<file path="src/rtl/sad_pkg.sv">
package sad_pkg;
    localparam int AW     = 46;
    localparam int GRAN   = 26;
    localparam int LIM_W  = AW - GRAN;
    localparam int WORD_W = 32;

    typedef enum logic [1:0] {
        ERR_NONE  = 2'd0,
        ERR_RANGE = 2'd1,
        ERR_NOENT = 2'd2,
        ERR_MODE  = 2'd3
    } sad_err_e;

    typedef enum logic [2:0] {
        WK_ENT   = 3'd0,
        WK_TGT   = 3'd1,
        WK_ROUTE = 3'd2,
        WK_LOW   = 3'd3,
        WK_HIGH  = 3'd4
    } wr_kind_e;

    // Fields of a matched entry that later stages still need
    typedef struct packed {
        logic [1:0] fold;
        logic       m3;
        logic [1:0] sub;
        logic [1:0] ilv;
    } hit_f_t;

    typedef struct packed {
        logic [1:0] err;
        logic       remote;
        logic [2:0] node;
        logic [2:0] lch;
        logic [2:0] mc;
        logic [1:0] ch;
    } sad_res_t;
endpackage

</file>
<file path="src/rtl/sad_regs.sv">
module sad_regs
    import sad_pkg::*;
#(
    parameter int ENTRIES = 24,
    localparam int IW = $clog2(ENTRIES)
) (
    input  logic              clk,
    input  logic              rst_n,
    input  logic              wr_en,
    input  logic [2:0]        wr_kind,
    input  logic [IW-1:0]     wr_idx,
    input  logic [WORD_W-1:0] wr_data,
    input  logic [IW-1:0]     rd_idx,
    output logic [WORD_W-1:0] rd_ent,
    output logic [WORD_W-1:0] rd_tgt,
    output logic [WORD_W-1:0] route,
    output logic [LIM_W-1:0]  low_gran,
    output logic [LIM_W-1:0]  high_gran
);
    logic [WORD_W-1:0] ent_q [ENTRIES];
    logic [WORD_W-1:0] ent_d [ENTRIES];
    logic [WORD_W-1:0] tgt_q [ENTRIES];
    logic [WORD_W-1:0] tgt_d [ENTRIES];
    logic [WORD_W-1:0] route_q, route_d;
    logic [LIM_W-1:0]  low_q, low_d, high_q, high_d;
    logic              idx_ok;

    assign idx_ok = (int'(wr_idx) < ENTRIES);

    always_comb begin
        ent_d   = ent_q;
        tgt_d   = tgt_q;
        route_d = route_q;
        low_d   = low_q;
        high_d  = high_q;
        if (wr_en) begin
            case (wr_kind_e'(wr_kind))
                WK_ENT:   if (idx_ok) ent_d[wr_idx] = wr_data;
                WK_TGT:   if (idx_ok) tgt_d[wr_idx] = wr_data;
                WK_ROUTE: route_d = wr_data;
                WK_LOW:   low_d   = wr_data[LIM_W-1:0];
                WK_HIGH:  high_d  = wr_data[LIM_W-1:0];
                default:  ;
            endcase
        end
    end

    always_ff @(posedge clk) begin
        if (!rst_n) begin
            for (int i = 0; i < ENTRIES; i++) begin
                ent_q[i] <= '0;
                tgt_q[i] <= '0;
            end
            route_q <= '0;
            low_q   <= '0;
            high_q  <= '0;
        end else begin
            ent_q   <= ent_d;
            tgt_q   <= tgt_d;
            route_q <= route_d;
            low_q   <= low_d;
            high_q  <= high_d;
        end
    end

    assign rd_ent    = ent_q[rd_idx];
    assign rd_tgt    = tgt_q[rd_idx];
    assign route     = route_q;
    assign low_gran  = low_q;
    assign high_gran = high_q;

    // a limit write lands on the next cycle
    assert_limit_write_R12: assert property (@(posedge clk) disable iff (!rst_n)
        (wr_en && wr_kind == 3'd4) |=> (high_gran == $past(wr_data[LIM_W-1:0])));
endmodule

</file>
<file path="src/rtl/sad_mod3.sv">
module sad_mod3 #(
    parameter int W = 46,
    localparam int STEPS = (W + 1) / 2,
    localparam int CW = $clog2(STEPS + 1)
) (
    input  logic         clk,
    input  logic         rst_n,
    input  logic         start,
    input  logic [W-1:0] val,
    output logic         done,
    output logic [1:0]   rem
);
    // 4^k is 1 mod 3, so the remainder is the digit sum of base-4 digits
    typedef struct packed {
        logic [W-1:0]  sr;
        logic [CW-1:0] cnt;
        logic [1:0]    rem;
        logic          busy;
        logic          done;
    } m3_t;

    m3_t q, d;
    logic [2:0] sum;

    always_comb begin
        d      = q;
        d.done = 1'b0;
        sum    = {1'b0, q.rem} + {1'b0, q.sr[1:0]};
        if (start) begin
            d.sr   = val;
            d.cnt  = '0;
            d.rem  = '0;
            d.busy = 1'b1;
        end else if (q.busy) begin
            d.rem = (sum >= 3'd3) ? 2'(sum - 3'd3) : sum[1:0];
            d.sr  = q.sr >> 2;
            d.cnt = q.cnt + CW'(1);
            if (q.cnt == CW'(STEPS - 1)) begin
                d.busy = 1'b0;
                d.done = 1'b1;
            end
        end
    end

    always_ff @(posedge clk) begin
        if (!rst_n) q <= '0;
        else        q <= d;
    end

    assign done = q.done;
    assign rem  = q.rem;

    assert_rem_legal_R9: assert property (@(posedge clk) disable iff (!rst_n)
        q.rem != 2'd3);
    assert_done_idle_R9: assert property (@(posedge clk) disable iff (!rst_n)
        q.done |-> !q.busy);
endmodule

</file>
<file path="src/rtl/sad_pick.sv">
module sad_pick
    import sad_pkg::*;
(
    input  hit_f_t            f,
    input  logic [WORD_W-1:0] tgt_word,
    input  logic [AW-1:0]     addr,
    input  logic [1:0]        m3_rem,
    input  logic [WORD_W-1:0] route,
    output logic              remote,
    output logic [2:0]        node,
    output logic              mode_err,
    output logic              need_m3,
    output logic [AW-1:0]     fold_val,
    output logic [2:0]        lch,
    output logic [2:0]        mc,
    output logic [1:0]        ch
);
    logic [2:0]  ilv_idx;
    logic [3:0]  nib;
    logic [1:0]  base;
    logic        v0;
    logic [63:0] route64;

    always_comb begin
        case (f.ilv)
            2'd0:    ilv_idx = addr[8:6];
            2'd1:    ilv_idx = addr[10:8];
            2'd2:    ilv_idx = addr[14:12];
            default: ilv_idx = addr[32:30];
        endcase
        nib = tgt_word[{ilv_idx, 2'b00} +: 4];

        case (f.fold)
            2'd0:    fold_val = addr >> 6;
            2'd1:    fold_val = addr >> 8;
            default: fold_val = addr >> 12;
        endcase
        v0 = fold_val[0];

        case (f.sub)
            2'd0:    base = m3_rem;
            2'd1:    base = {1'b0, v0};
            2'd2:    base = {v0, ~v0};
            default: base = {v0, 1'b0};
        endcase

        remote   = ~nib[3];
        node     = nib[2:0];
        mode_err = ~remote & f.m3 & (f.fold == 2'd3);
        need_m3  = ~remote & f.m3 & (f.fold != 2'd3) & (f.sub == 2'd0);
        lch      = f.m3 ? {base, nib[0]} : nib[2:0];

        route64 = {32'd0, route};
        mc      = route64[3 * lch +: 3];
        ch      = route64[2 * lch + 18 +: 2];
    end
endmodule

</file>
<file path="src/rtl/sysaddr_decode.sv">
module sysaddr_decode
    import sad_pkg::*;
#(
    parameter int ENTRIES = 24,
    localparam int IW = $clog2(ENTRIES)
) (
    input  logic              clk,
    input  logic              rst_n,
    input  logic              wr_en,
    input  logic [2:0]        wr_kind,
    input  logic [IW-1:0]     wr_idx,
    input  logic [WORD_W-1:0] wr_data,
    input  logic              req_valid,
    output logic              req_ready,
    input  logic [AW-1:0]     req_addr,
    output logic              rsp_valid,
    output logic [1:0]        rsp_err,
    output logic              rsp_remote,
    output logic [2:0]        rsp_node,
    output logic [2:0]        rsp_lch,
    output logic [2:0]        rsp_mc,
    output logic [1:0]        rsp_ch,
    output logic [IW-1:0]     rsp_entry
);
    localparam logic [AW-1:0] FOUR_G = AW'(64'h1_0000_0000);

    typedef enum logic [1:0] {S_IDLE, S_SCAN, S_EVAL, S_FOLD} st_e;

    typedef struct packed {
        st_e           st;
        logic [AW-1:0] addr;
        logic [AW-1:0] lo;
        logic [IW-1:0] idx;
        hit_f_t        hit;
        logic [WORD_W-1:0] htgt;
        sad_res_t      res;
        logic [IW-1:0] rent;
        logic          rvalid;
    } top_t;

    top_t q, d;

    logic [WORD_W-1:0] rd_ent, rd_tgt, route;
    logic [LIM_W-1:0]  low_gran, high_gran;
    logic [AW-1:0]     lim;
    logic              hit_now, out_rng;
    logic              p_remote, p_mode_err, p_need_m3;
    logic [2:0]        p_node, p_lch, p_mc;
    logic [1:0]        p_ch, m3_rem;
    logic [AW-1:0]     fold_val;
    logic              m3_start, m3_done;
    logic              unused_attr;

    sad_regs #(.ENTRIES(ENTRIES)) u_regs (
        .clk(clk), .rst_n(rst_n),
        .wr_en(wr_en), .wr_kind(wr_kind), .wr_idx(wr_idx), .wr_data(wr_data),
        .rd_idx(q.idx), .rd_ent(rd_ent), .rd_tgt(rd_tgt),
        .route(route), .low_gran(low_gran), .high_gran(high_gran)
    );

    sad_pick u_pick (
        .f(q.hit), .tgt_word(q.htgt), .addr(q.addr), .m3_rem(m3_rem),
        .route(route), .remote(p_remote), .node(p_node),
        .mode_err(p_mode_err), .need_m3(p_need_m3), .fold_val(fold_val),
        .lch(p_lch), .mc(p_mc), .ch(p_ch)
    );

    sad_mod3 #(.W(AW)) u_mod3 (
        .clk(clk), .rst_n(rst_n), .start(m3_start), .val(fold_val),
        .done(m3_done), .rem(m3_rem)
    );

    assign unused_attr = ^{rd_ent[4:3], rd_ent[29:28]};

    always_comb begin
        lim     = {rd_ent[26:7], {GRAN{1'b1}}};
        hit_now = rd_ent[0] && (q.addr >= q.lo) && (q.addr <= lim);
        out_rng = (req_addr >= {high_gran, {GRAN{1'b0}}}) ||
                  ((req_addr >= {low_gran, {GRAN{1'b0}}}) && (req_addr < FOUR_G));
    end

    always_comb begin
        d        = q;
        d.rvalid = 1'b0;
        m3_start = 1'b0;
        case (q.st)
            S_IDLE: begin
                if (req_valid) begin
                    d.addr = req_addr;
                    if (out_rng) begin
                        d.res     = '0;
                        d.res.err = ERR_RANGE;
                        d.rent    = '0;
                        d.rvalid  = 1'b1;
                    end else begin
                        d.st  = S_SCAN;
                        d.idx = '0;
                        d.lo  = '0;
                    end
                end
            end
            S_SCAN: begin
                if (hit_now) begin
                    d.hit  = '{fold: rd_ent[31:30], m3: rd_ent[27],
                               sub: rd_ent[6:5], ilv: rd_ent[2:1]};
                    d.htgt = rd_tgt;
                    d.rent = q.idx;
                    d.st   = S_EVAL;
                end else if (q.idx == IW'(ENTRIES - 1)) begin
                    d.res     = '0;
                    d.res.err = ERR_NOENT;
                    d.rent    = '0;
                    d.rvalid  = 1'b1;
                    d.idx     = '0;
                    d.st      = S_IDLE;
                end else begin
                    d.idx = q.idx + IW'(1);
                    d.lo  = lim + AW'(1);
                end
            end
            S_EVAL: begin
                d.res = '0;
                if (p_remote) begin
                    d.res.remote = 1'b1;
                    d.res.node   = p_node;
                    d.rvalid     = 1'b1;
                    d.st         = S_IDLE;
                end else if (p_mode_err) begin
                    d.res.err = ERR_MODE;
                    d.rvalid  = 1'b1;
                    d.st      = S_IDLE;
                end else if (p_need_m3) begin
                    m3_start = 1'b1;
                    d.st     = S_FOLD;
                end else begin
                    d.res.lch = p_lch;
                    d.res.mc  = p_mc;
                    d.res.ch  = p_ch;
                    d.rvalid  = 1'b1;
                    d.st      = S_IDLE;
                end
                if (d.st == S_IDLE) d.idx = '0;
            end
            default: begin
                if (m3_done) begin
                    d.res     = '0;
                    d.res.lch = p_lch;
                    d.res.mc  = p_mc;
                    d.res.ch  = p_ch;
                    d.rvalid  = 1'b1;
                    d.idx     = '0;
                    d.st      = S_IDLE;
                end
            end
        endcase
    end

    always_ff @(posedge clk) begin
        if (!rst_n) q <= '0;
        else        q <= d;
    end

    assign req_ready  = (q.st == S_IDLE);
    assign rsp_valid  = q.rvalid;
    assign rsp_err    = q.res.err;
    assign rsp_remote = q.res.remote;
    assign rsp_node   = q.res.node;
    assign rsp_lch    = q.res.lch;
    assign rsp_mc     = q.res.mc;
    assign rsp_ch     = q.res.ch;
    assign rsp_entry  = q.rent;

    assert_one_inflight_R11: assert property (@(posedge clk) disable iff (!rst_n)
        (req_valid && req_ready) |=> !req_ready || rsp_valid);
    assert_rsp_pulse_R11: assert property (@(posedge clk) disable iff (!rst_n)
        rsp_valid |=> !rsp_valid);
    assert_scan_step_R2: assert property (@(posedge clk) disable iff (!rst_n)
        (q.st == S_SCAN && $past(q.st) == S_SCAN) |-> (q.idx == $past(q.idx) + IW'(1)));
    assert_idx_bound_R4: assert property (@(posedge clk) disable iff (!rst_n)
        int'(q.idx) < ENTRIES);
    assert_range_fast_R1: assert property (@(posedge clk) disable iff (!rst_n)
        (rsp_valid && rsp_err == 2'd1) |-> $past(req_valid && req_ready));
    assert_remote_ok_R6: assert property (@(posedge clk) disable iff (!rst_n)
        (rsp_valid && rsp_remote) |-> (rsp_err == 2'd0));
endmodule

</file>
<file path="config.mk">
export PLATFORM = sky130hd
export DESIGN_NAME = sysaddr_decode
export DESIGN_NICKNAME = d
export VERILOG_FILES = /design/src/rtl/sad_pkg.sv /design/src/rtl/sad_regs.sv /design/src/rtl/sad_mod3.sv /design/src/rtl/sad_pick.sv /design/src/rtl/sysaddr_decode.sv
export SDC_FILE = /design/constraint.sdc
export NUM_CORES = 2
export LEC_CHECK = 0
export BUFFER_PORTS_ARGS = -buffer_cell sky130_fd_sc_hd__buf_4
export CAP_MARGIN = 0
export CORE_MARGIN = 2
export CORE_UTILIZATION = 65
export DETAILED_ROUTE_END_ITERATION = 16
export PLACE_DENSITY = 0.82
export SYNTH_ARGS = -nofsm -noshare
export SYNTH_HDL_FRONTEND = slang
export SYNTH_SLANG_ARGS = --single-unit
</file>
<file path="constraint.sdc">
create_clock -name clk -period 7.4 [get_ports clk]
set_input_delay 0.37 -clock clk [delete_from_list [all_inputs] [get_ports clk]]
set_output_delay 0.37 -clock clk [all_outputs]
set_load 0.05 [all_outputs]
</file>
==> impl_metrics.py <==
metrics = {
    "status": {
        "run_status": "complete, no violations",
    },
    "setup_path": {
        "cp.arrival_ns": 6.46,
        "timing.critical_path.fanout_max": 43,
        "timing.critical_path.from": "q[60]",
        "critical-path-slowest-cell": "sky130_fd_sc_hd__dfxtp_4",
        "rr_worst_depth": 16,
        "critical_path.n_buffers_inverters": 2,
        "cp-start-kind": "flop",
        "crit_path_cell_trace": "buf_12 > buf_4 > mux4_2 > a22oi_1 > nand3_1 > a21oi_1 > ha_1 > a21oi_1 > nor2b_1 > o211ai_1 > o211ai_1 > o21ai_1 > nand3_1 > o22ai_1 > and2_1 > a22o_1",
        "cp.depth": 16,
        "cp-end-kind": "flop",
        "timing.rr.end": "q[108]",
        "regToRegStartpoint": "q[60]",
        "crit_type": "flop to flop",
        "cp_data_required_time_ns": 8.11,
        "path_delay_family": "compound AO/OA/AOI/OAI gates",
        "crit_path_max_incr_delay_ns": 0.89,
        "crit_path_end": "q[108]",
        "ff2ff_setup_slack_ns": 1.65,
    },
    "global_route": {
        "via_count_of_the_first_global_routing_pass": 65233,
        "grt.total_usage": 0.416,
        "globalRouteOverflowTotal": 0,
        "grt_start_max_net_pins": 249,
        "antenna_violations_before_repair": 9,
        "grt_first_pass_wirelength_um": 377000,
    },
    "sta": {
        "skew_ns": 0.0408,
        "max_fclk_ghz": 0.174,
        "finalCritPeriodShare": 0.777,
        "worst_pin_slew_ns": 1.25,
        "number_of_hold_slack_violations_in_the_final_timing_report": 0,
        "setup_violations": 0,
        "timing.setup.tns_ns": 0,
        "layout_min_cycle_time_ns": 5.75,
        "max-slew-margin-rel": 0.164,
        "rsz0062_at_grt": "no",
        "worst_slack_ns": 1.65,
        "final_max_slew_viol_count": 0,
    },
    "cells_and_area": {
        "fin_nets": 8864,
        "post_layout_nonfiller_instances": 10341,
        "multiInputGateArea_mm2": 0.0372,
        "areaGrowthSynthToFinish_pct": 9.08,
        "final-seq-area_mm2": 0.0339,
        "num-fill-cells": 8377,
        "post_route_cells_drive_above_1_share": 0.107,
    },
    "floorplanning": {
        "floorplan.rows": 124,
        "fp.dieH_um": 343,
        "coreArea_mm2": 0.114,
        "die_area_mm2": 0.118,
        "fp.dieW_um": 343,
        "starting_density_of_the_core": 0.654,
        "top_level_ports": 111,
    },
    "power_and_ir_drop": {
        "total_leakage_power_nw": 26.4,
        "vdd_drop_max_v": 0.000229,
        "pwr_density_cell_mw_per_mm2": 233,
        "p_total_mw": 19.0,
    },
    "run": {
        "max-cap-violations": 0,
    },
    "hold_path": {
        "min_path_type": "primary input to flop",
    },
    "clocking": {
        "cts_sinks": 1695,
        "htree_levels": 4,
        "ctsRootBufferMaster": "sky130_fd_sc_hd__clkbuf_16",
        "worstSkewPairLatency_ns": 0.80,
        "cts-buffers-inserted": 167,
        "max-clock-path-buffers": 3,
        "worst_setup_hold_path_clk_slew_ns": 0.06,
        "buffer_count_from_post_cts_setup_fixing": 0,
        "clock_tree_from_tritoncts": "done",
    },
    "routing": {
        "route.vias.total": 67724,
        "avgRoutedWirePerCell_um": 24.3,
        "totalWireLength_um": 251000,
        "avgViaCountPerCell": 6.55,
        "drc": 0,
        "antenna_left": 0,
        "drt_pass1_iterations": 9,
        "drt_iter0_drc": 9978,
    },
    "logic_synthesis": {
        "ys_top_cells_by_area": "sky130_fd_sc_hd__dfxtp_1, sky130_fd_sc_hd__nand2_1, sky130_fd_sc_hd__a21oi_1",
        "cell_area_synth_mm2": 0.0746,
        "synthesis.area_per_instance_um2": 8.23,
        "synth_sequential_area_ratio": 0.455,
        "synth_area_leader_cell": "sky130_fd_sc_hd__dfxtp_1",
        "number_of_different_library_cells_in_the_post_synthesis_netlist": 77,
        "syn_inst": 9069,
        "yosys_most_used_dff": "sky130_fd_sc_hd__dfxtp_1",
        "yosys_warnings": 0,
        "synth_nets": 9246,
        "asyncSetResetFlopFracSynth": 0,
        "synth-edff-count": 0,
        "synth.top_cell.area_share": 0.455,
        "synth.ff_latch_count": 1695,
    },
    "placed_design": {
        "placement.io_buffers": 110,
        "detailed_place_hpwl_um": 142000,
        "dpl_worst_slack_ns": 1.83,
        "instance_count_after_placement_with_tap_cells_included": 9981,
        "routabilityCongestion": 0.935,
    },
}
logic make-up (layout without fill, tap and decap cells):
logic type	after synthesis	count (layout)	share of synthesized area
other	0	7	0
AOI/OAI and AO/OA	1993	1993	0.145
adders and majority gates	87	87	0.0147
DFF	1695	1695	0.455
and+or+nand+nor	3735	3735	0.195
muxes	616	616	0.138
buffers and inverters	923	676	0.0508
xor gates and xnor gates	20	20	0.00235
metal layers:
layer	vias to the layer above	wire, um	global-route usage	share of wire
li1	29748	-	-	-
met1	32031	85800	0.502	0.34
met2	4769	111000	0.636	0.44
met3	1172	32500	0.105	0.13
met4	4	21400	0.328	0.085
met5	-	30	0	0.00012
cell type report:
| type | count | share of cell area |
|---|---|---|
| sequential | 1695 | 0.417 |
| timing repair buffer | 287 | 0.0292 |
| clock buffer | 243 | 0.0599 |
| inverter | 85 | 0.00410 |
| antenna | 7 | 0.000215 |
| multi-input combinational | 6451 | 0.457 |
| clock inverter | 61 | 0.00970 |
| tap | 1512 | 0.0232 |
state kept, by name, indices dropped and copies added (netlist names):
signal and flops:
u_regs.route 32, u_regs.ent_q 672, rsp_entry 5, rsp_lch 3
u_regs.tgt_q 768, rsp_mc 3, u_mod3.q 48, u_mod3.done 1
rsp_valid 1, rsp_err 2, u_mod3.rem 2, rsp_ch 2
u_regs.low_gran 20, q 112, rsp_node 3, u_regs.high_gran 20
rsp_remote 1
what timing repair did:
item	CTS	global route
hold buffers	49	0
hold endpoints to repair	61	0
resized for setup	0	0
synthesized netlist by cell type, types with 10 or more instances:
cell type                  count
sky130_fd_sc_hd__nor4_1       16
sky130_fd_sc_hd__nor3_1       19
sky130_fd_sc_hd__a22o_1       26
sky130_fd_sc_hd__buf_2        34
sky130_fd_sc_hd__a22oi_1      45
sky130_fd_sc_hd__and2_1       10
sky130_fd_sc_hd__buf_4        46
sky130_fd_sc_hd__a211oi_1    112
sky130_fd_sc_hd__and3_1       11
sky130_fd_sc_hd__o21ai_1      17
sky130_fd_sc_hd__clkbuf_1    708
sky130_fd_sc_hd__o211ai_1     15
sky130_fd_sc_hd__mux2i_1     266
sky130_fd_sc_hd__mux4_2      327
sky130_fd_sc_hd__nand3_1      30
sky130_fd_sc_hd__xnor2_1      14
sky130_fd_sc_hd__mux2_2       15
sky130_fd_sc_hd__nor2b_1      18
sky130_fd_sc_hd__inv_1        82
sky130_fd_sc_hd__dfxtp_1    1695
sky130_fd_sc_hd__buf_6        15
sky130_fd_sc_hd__nor2_1      186
sky130_fd_sc_hd__o22ai_1      43
sky130_fd_sc_hd__a21oi_1    1654
sky130_fd_sc_hd__nand2_1    3366
sky130_fd_sc_hd__buf_1        35
sky130_fd_sc_hd__nand4_1      31
sky130_fd_sc_hd__a21o_1       22
sky130_fd_sc_hd__ha_1         86
worst min-delay path: stages:
cell,delay [ns]
sky130_fd_sc_hd__buf_4,0.25
sky130_fd_sc_hd__nand2_1,0.10
sky130_fd_sc_hd__a21oi_1,0.06
layout by cell type (no fill, tap or decap), types with 82 or more instances in the layout:
master                      netlist  routed
sky130_fd_sc_hd__clkbuf_16        0     168
sky130_fd_sc_hd__inv_1           82      82
sky130_fd_sc_hd__mux2i_1        266     266
sky130_fd_sc_hd__nor2_1         186     136
sky130_fd_sc_hd__a211oi_1       112     112
sky130_fd_sc_hd__a21oi_1       1654    1654
sky130_fd_sc_hd__buf_4           46     230
sky130_fd_sc_hd__mux4_2         327     327
sky130_fd_sc_hd__nand2_1       3366    3349
sky130_fd_sc_hd__dfxtp_1       1695    1689
sky130_fd_sc_hd__ha_1            86      86
how the worst min path moves through the flow:
stage	slack, ns	cells past startpoint	endpoint	startpoint
2_1_floorplan	0.43	2	u_regs.ent_q[305]	u_regs.ent_q[305]
3_3_place_gp	0.44	2	u_regs.tgt_q[607]	u_regs.tgt_q[607]
3_5_place_dp	0.44	2	u_regs.tgt_q[51]	u_regs.tgt_q[51]
4_1_cts	0.007	3	u_regs.tgt_q[676]	wr_data[4]
5_1_grt	0.04	3	u_regs.tgt_q[388]	wr_data[4]
6_report	0.03	3	u_regs.tgt_q[36]	wr_data[4]
stage by stage:
stage                      util  cell area, um2  hold slack (ns)
after CTS                 0.714           81400          0.00711
after global routing      0.714           81400           0.0390
after detailed placement  0.660           75200            0.444
after global placement    0.660           75200            0.438
final                     0.714           81400           0.0330
after floorplan               -           74600            0.432
where the power goes:
group          internal, mW  total [mW]  leakage [nW]  switching [mW]
clock network          5.05        8.81          2.78            3.76
logic                 0.271       0.952          9.97           0.681
registers              9.16        9.21          13.7          0.0590
total                  14.5        19.0          26.4            4.50
No activity file was read; power rests on OpenSTA's default activity.
